### src/rtl/rxq_pkg.sv
package rxq_pkg;

  // One stored character with its receive flags.
  typedef struct packed {
    logic       brk;
    logic       frm;
    logic       par;
    logic [7:0] data;
  } rxWord_t;

  // Per-cycle commands from control to storage.
  typedef struct packed {
    logic clear;
    logic push;
    logic pop;
    logic overwrite;
  } rxStrobe_t;

  function automatic logic [7:0] lenMask(input logic [1:0] wl);
    case (wl)
      2'b00:   lenMask = 8'h1F;
      2'b01:   lenMask = 8'h3F;
      2'b10:   lenMask = 8'h7F;
      default: lenMask = 8'hFF;
    endcase
  endfunction

  function automatic int unsigned trigWords(input logic [1:0] sel);
    case (sel)
      2'b00:   trigWords = 1;
      2'b01:   trigWords = 4;
      2'b10:   trigWords = 8;
      default: trigWords = 14;
    endcase
  endfunction

endpackage

### src/rtl/rxq_data.sv
module rxq_data
  import rxq_pkg::*;
#(
  parameter int DEPTH = 16
) (
  input  logic       clk,
  input  logic       rstN,
  input  rxStrobe_t  strb,
  input  rxWord_t    inWord,
  input  logic [1:0] wordLen,
  input  logic       notEmpty,
  output logic       headErr,
  output logic [7:0] rdData,
  output logic       topPar,
  output logic       topFrm,
  output logic       topBrk
);

  localparam int PTR_W = $clog2(DEPTH);

  rxWord_t          slots [DEPTH];
  logic [DEPTH-1:0] slotWe;
  logic [PTR_W-1:0] wrPtr;
  logic [PTR_W-1:0] rdPtr;
  rxWord_t          storeWord;
  rxWord_t          headWord;

  // A break is kept as an all-zero character with framing forced.
  always_comb begin
    storeWord = inWord;
    if (inWord.brk) begin
      storeWord.data = '0;
      storeWord.frm  = 1'b1;
    end
  end

  // Write enable per slot: normal append, or replace the head in single mode.
  for (genvar e = 0; e < DEPTH; e++) begin : g_we
    assign slotWe[e] = (strb.push      && (wrPtr == PTR_W'(e))) ||
                       (strb.overwrite && (rdPtr == PTR_W'(e)));
  end

  always_ff @(posedge clk or negedge rstN) begin
    if (!rstN) begin
      for (int e = 0; e < DEPTH; e++) slots[e] <= '0;
    end else begin
      for (int e = 0; e < DEPTH; e++) begin
        if (slotWe[e]) slots[e] <= storeWord;
      end
    end
  end

  always_ff @(posedge clk or negedge rstN) begin
    if (!rstN) begin
      wrPtr <= '0;
      rdPtr <= '0;
    end else if (strb.clear) begin
      wrPtr <= '0;
      rdPtr <= '0;
    end else begin
      if (strb.push) wrPtr <= wrPtr + 1'b1;
      if (strb.pop)  rdPtr <= rdPtr + 1'b1;
    end
  end

  assign headWord = slots[rdPtr];
  assign headErr  = headWord.par | headWord.frm | headWord.brk;
  assign rdData   = notEmpty ? (headWord.data & lenMask(wordLen)) : 8'h00;
  assign topPar   = notEmpty & headWord.par;
  assign topFrm   = notEmpty & headWord.frm;
  assign topBrk   = notEmpty & headWord.brk;

endmodule

### src/rtl/rxq_ctrl.sv
module rxq_ctrl
  import rxq_pkg::*;
#(
  parameter int DEPTH      = 16,
  parameter int TOUT_CHARS = 4
) (
  input  logic       clk,
  input  logic       rstN,
  input  logic       wrValid,
  input  logic       newErr,
  input  logic       headErr,
  input  logic       fifoEn,
  input  logic       fifoClr,
  input  logic [1:0] trigSel,
  input  logic       charTick,
  input  logic       rdStrobe,
  input  logic       lsrRead,
  output rxStrobe_t  strb,
  output logic       notEmpty,
  output logic       overrun,
  output logic       errSummary,
  output logic       trigReq,
  output logic       timeoutReq
);

  localparam int LVL_W = $clog2(DEPTH + 1);
  localparam int TC_W  = $clog2(TOUT_CHARS + 1);

  logic             fifoEnQ;
  logic [LVL_W-1:0] level;
  logic [LVL_W-1:0] levelNext;
  logic [LVL_W-1:0] errCnt;
  logic [LVL_W-1:0] errNext;
  logic [LVL_W-1:0] capWords;
  logic [LVL_W-1:0] trigLevel;
  logic [TC_W-1:0]  toutCnt;
  logic             clearNow;
  logic             isFull;
  logic             dropWord;

  always_comb begin
    clearNow       = fifoClr | (fifoEn ^ fifoEnQ);
    capWords       = fifoEn ? LVL_W'(DEPTH) : LVL_W'(1);
    trigLevel      = LVL_W'(trigWords(trigSel));
    notEmpty       = (level != '0);
    isFull         = (level == capWords);
    strb.clear     = clearNow;
    strb.pop       = rdStrobe & notEmpty & ~clearNow;
    strb.push      = wrValid & ~clearNow & (~isFull | strb.pop);
    dropWord       = wrValid & ~clearNow & isFull & ~strb.pop;
    strb.overwrite = dropWord & ~fifoEn;
  end

  always_comb begin
    levelNext = level + LVL_W'(strb.push) - LVL_W'(strb.pop);
    errNext   = errCnt
              + LVL_W'(strb.push & newErr)
              + LVL_W'(strb.overwrite & newErr)
              - LVL_W'(strb.pop & headErr)
              - LVL_W'(strb.overwrite & headErr);
  end

  always_ff @(posedge clk or negedge rstN) begin
    if (!rstN) begin
      fifoEnQ <= 1'b0;
      level   <= '0;
      errCnt  <= '0;
      overrun <= 1'b0;
      toutCnt <= '0;
    end else begin
      fifoEnQ <= fifoEn;
      if (clearNow) begin
        level  <= '0;
        errCnt <= '0;
      end else begin
        level  <= levelNext;
        errCnt <= errNext;
      end
      if (dropWord)     overrun <= 1'b1;
      else if (lsrRead) overrun <= 1'b0;
      if (clearNow | strb.push | strb.pop | ~notEmpty | ~fifoEn)
        toutCnt <= '0;
      else if (charTick && (toutCnt != TC_W'(TOUT_CHARS)))
        toutCnt <= toutCnt + 1'b1;
    end
  end

  assign errSummary = fifoEn & (errCnt != '0);
  assign trigReq    = fifoEn ? (level >= trigLevel) : notEmpty;
  assign timeoutReq = fifoEn & notEmpty & (level < trigLevel) &
                      (toutCnt == TC_W'(TOUT_CHARS));


  level_bound_chk: assert property (@(posedge clk) disable iff (!rstN)
    level <= LVL_W'(DEPTH));


  ovr_keep_chk: assert property (@(posedge clk) disable iff (!rstN)
    (wrValid && isFull && !rdStrobe && !clearNow) |=> (overrun && $stable(level)));


  same_cycle_chk: assert property (@(posedge clk) disable iff (!rstN)
    (wrValid && rdStrobe && isFull && !clearNow) |=>
      ((level == $past(level)) && !$rose(overrun)));


  err_count_chk: assert property (@(posedge clk) disable iff (!rstN)
    errCnt <= level);


  tout_below_trig_chk: assert property (@(posedge clk) disable iff (!rstN)
    timeoutReq |-> (notEmpty && !trigReq));


  clear_chk: assert property (@(posedge clk) disable iff (!rstN)
    fifoClr |=> ((level == '0) && (errCnt == '0)));


  empty_read_chk: assert property (@(posedge clk) disable iff (!rstN)
    (rdStrobe && !notEmpty && !wrValid) |=> !notEmpty);

endmodule

### src/rtl/rx_err_fifo.sv
module rx_err_fifo
  import rxq_pkg::*;
#(
  parameter int DEPTH      = 16,
  parameter int TOUT_CHARS = 4
) (
  input  logic       clk,
  input  logic       rstN,
  input  logic       wrValid,
  input  logic [7:0] wrData,
  input  logic       wrParErr,
  input  logic       wrFrmErr,
  input  logic       wrBrk,
  input  logic       fifoEn,
  input  logic       fifoClr,
  input  logic [1:0] trigSel,
  input  logic [1:0] wordLen,
  input  logic       charTick,
  input  logic       rdStrobe,
  input  logic       lsrRead,
  output logic [7:0] rdData,
  output logic       dataReady,
  output logic       overrun,
  output logic       topParErr,
  output logic       topFrmErr,
  output logic       topBrk,
  output logic       errSummary,
  output logic       trigReq,
  output logic       timeoutReq
);

  rxWord_t   inWord;
  rxStrobe_t strb;
  logic      notEmpty;
  logic      headErr;
  logic      newErr;

  assign inWord = '{brk: wrBrk, frm: wrFrmErr, par: wrParErr, data: wrData};
  assign newErr = wrParErr | wrFrmErr | wrBrk;

  rxq_ctrl #(.DEPTH(DEPTH), .TOUT_CHARS(TOUT_CHARS)) u_ctrl (
    .clk        (clk),
    .rstN       (rstN),
    .wrValid    (wrValid),
    .newErr     (newErr),
    .headErr    (headErr),
    .fifoEn     (fifoEn),
    .fifoClr    (fifoClr),
    .trigSel    (trigSel),
    .charTick   (charTick),
    .rdStrobe   (rdStrobe),
    .lsrRead    (lsrRead),
    .strb       (strb),
    .notEmpty   (notEmpty),
    .overrun    (overrun),
    .errSummary (errSummary),
    .trigReq    (trigReq),
    .timeoutReq (timeoutReq)
  );

  rxq_data #(.DEPTH(DEPTH)) u_data (
    .clk      (clk),
    .rstN     (rstN),
    .strb     (strb),
    .inWord   (inWord),
    .wordLen  (wordLen),
    .notEmpty (notEmpty),
    .headErr  (headErr),
    .rdData   (rdData),
    .topPar   (topParErr),
    .topFrm   (topFrmErr),
    .topBrk   (topBrk)
  );

  assign dataReady = notEmpty;

endmodule

### config.mk
export PLATFORM = sky130hd
export DESIGN_NAME = rx_err_fifo
export DESIGN_NICKNAME = d
export VERILOG_FILES = /design/src/rtl/rxq_pkg.sv /design/src/rtl/rxq_data.sv /design/src/rtl/rxq_ctrl.sv /design/src/rtl/rx_err_fifo.sv
export SDC_FILE = /design/constraint.sdc
export NUM_CORES = 1
export LEC_CHECK = 0
export BUFFER_PORTS_ARGS = -buffer_cell sky130_fd_sc_hd__clkbuf_2
export CORE_MARGIN = 3
export CORE_UTILIZATION = 56
export CTS_BUF_LIST = sky130_fd_sc_hd__clkbuf_16
export DETAILED_ROUTE_END_ITERATION = 16
export PLACE_DENSITY_LB_ADDON = 0.25
export SYNTH_ARGS = -nofsm -noshare
export SYNTH_HDL_FRONTEND = slang
export SYNTH_SLANG_ARGS = --single-unit
### constraint.sdc
create_clock -name clk -period 8.5 [get_ports clk]
set_clock_uncertainty 0.1 [all_clocks]
set_input_delay 1.7 -clock clk [delete_from_list [all_inputs] [get_ports clk]]
set_output_delay 1.7 -clock clk [all_outputs]
set_load 0.01 [all_outputs]
==> metrics.txt <==
most frequent cell after synthesis=dfrtp_1; PostCTS Resize Cnt=0; crit path launch type=flip-flop; Antenna Nets Post-Route=0; H-tree Lvls=4; met2 wire length=12000 um; Tot GR Track Use=24.7%; core area=18300 um2; die width=144 um; CP Buf/Inv Count=2; multi-input logic area=5200 um2; vias in the first global route=6750; Hold Path Depth=1; status=complete, no violations; Synth area leaders=dfrtp_1 (47%), mux2_4 (13%), mux4_2 (8.9%), mux2_2 (7.3%), ha_1 (2.8%); CP endpoint kind=primary output; Die ar.=20600 um2; Synth area leader=dfrtp_1; reg2reg end=u_ctrl.errCnt[2]; Via Count=6122; yosys warns=0; Cell Rows=49; highest routed metal layer=met4; Metal-1 WL=10600 um; root buffer cell=clkbuf_16; RePlAce Congestion=0.822; CP required=6700 ps; RSZ-0062 raised after global routing=false; met3 WL post-DR=903 um; Initial Utilization=58.0%; Pre-antenna DRT Iters=5; final hold viol count=0; CTS tree=yes; CP Capture Point=rdData[0]; Critical Path Start=u_data.rdPtr[0]; total power=0.00195 W; post-synth cell types=53; CP arrival=3250 ps; Top FF cell, synth=dfrtp_1; DRT Wirelength=24000 um; worst hold-check path type=reg2reg; initial antenna violation count=0; initial DRC count=445; hold buffers post-CTS=0; CP max stage delay=710 ps; Async S/R FF share, synth=100%; Top Ports=39; total global routing overflow=0; Critical Path Slowest Stage Cell=dfrtp_2; Final Critical Period=5050 ps; postcts setup bufs=0; #FFs+latches synth=199; R2R Setup Slk=3970 ps; period utilisation layout=59.4%; Area Growth Syn to Fin=8.12%; synthesized area per cell=14.7 um2; max-cap check violation count=0; sequential element share of the synthesized area=47.0%; dpl hpwl=15000 um; worst setup margin=3450 ps; synth cell count leaders=dfrtp_1 (199), mux2_4 (90), mux2_2 (69); worst-skew pair later-pin latency=430 ps; largest fanout on the critical path=33; Nets=790; Longest Clk Path Bufs=2; port bufs=38; Slew headroom=21.2%; final max-slew violation count=0; Reg area=4980 um2; DRC violations left=0; critical path class=reg2out; per-cell routed wire length=24.5 um; r2r worst-path depth=11; Post-Syn Area=10600 um2; Final setup viols=0; Peak VDD IR=0.161 mV; CTS Buf Count=17; die height=144 um; worst slew pin tran=1180 ps; Setup WS pre-CTS=3060 ps; crit-path cells=buf_4 > mux4_1 > mux4_2 > and2_1 > clkbuf_2; clk sinks=199; Fillers=1359; leakage power=5.34 nW; share of layout cells above drive strength 1=39.7%; Stages on worst setup path=5; Hold Slack=388 ps; power per cell area=170 nW/um2; Synthesized Nets=771; Reg2Reg Launch Point=u_data.rdPtr[0]; Post-synth EDFFs=0; global-route wire length before repair=38400 um; CTS clk-pin slew, worst paths=70 ps; cell family with most CP delay=multiplexers; Via density=6.25; largest net degree at the start of global routing=110; fmax=0.198 GHz; ant diodes=0; Mapped Cells=720; area share of the largest cell type after synthesis=47.0%; setup tns final=0 ps
layout by cell type (no fill, tap or decap), types with 3 or more instances in the layout:
cell type and instances:
dfrtp_1 197, mux2i_2 4, clkinv_2 3, inv_1 31, mux2i_4 5, and3_1 3, nor2_1 19, bufinv_16 3
mux4_2 42, clkbuf_2 37, buf_4 16, clkbuf_16 17, or3_1 4, nand3_1 23, and2_1 11, mux2i_1 9
xor2_1 4, mux2_4 90, mux4_1 10, o21ai_0 5, mux2_1 18, xnor2_1 5, nand4_1 20, ha_1 24
fa_1 4, nand2_1 6, a31oi_1 3, nor2b_1 16, a21oi_1 14, mux2_2 69
logic make-up (layout without fill, tap and decap cells):
group                      after synthesis  in the layout  synth area share (%)
and+or+nand+nor                        118            118                  6.55
xor gates and xnor gates                10             10                 0.897
adders and majority gates               28             28                  3.59
DFF                                    199            199                  47.0
buffers and inverters                   81            111                  4.66
AOI/OAI and AO/OA                       37             37                  2.23
muxes                                  247            247                  35.1
power by group:
group / switching (W) / internal (W)
Clock: 0.000351 / 0.000455
Sequential: 0.0000159 / 0.000976
Combinational: 0.0000876 / 0.0000685
routing by layer:
| layer | global-route usage (%) | vias to the layer above |
|---|---|---|
| met4 | 6.10 | 0 |
| met3 | 4.53 | 26 |
| met1 | 33.3 | 3266 |
| met5 | 0 | - |
| met2 | 41.8 | 145 |
| li1 | - | 2685 |
stage by stage:
stage / instances / util (%) / instance area [um2]
CTS: 979 / 62.7 / 11500
detailed placement: 949 / 59.6 / 10900
finish: 979 / 62.7 / 11500
floorplan: 720 / - / 10600
global route: 979 / 62.7 / 11500
global placement: 949 / 59.6 / 10900
layout make-up:
type                            count  area share, %
Multi-Input combinational cell    440           45.4
Clock inverter                     13           1.24
Tap cell                          229           2.50
Sequential cell                   199           43.5
Inverter                           27          0.884
Clock buffer                       17           3.71
Timing Repair Buffer               54           2.78
flip-flops by register name (all words and copies together) (netlist names):
| signal | cells |
|---|---|
| u_ctrl.overrun | 1 |
| u_data.rdPtr | 4 |
| u_ctrl.errCnt | 5 |
| u_ctrl.fifoEnQ | 1 |
| u_data.slots | 176 |
| u_ctrl.level | 5 |
| u_ctrl.toutCnt | 3 |
| u_data.wrPtr | 4 |
worst min path at each step:
stage	from	to	slack [ps]
final	u_data.slots[16]	u_data.slots[16]	390
after global routing	u_data.slots[154]	u_data.slots[154]	410
after CTS	u_data.slots[16]	u_data.slots[16]	390
after detailed placement	u_data.slots[16]	u_data.slots[16]	370
after global placement	u_data.slots[7]	u_data.slots[7]	360
after floorplan	u_data.slots[29]	u_data.slots[29]	350
(Power assumes the default switching activity.)
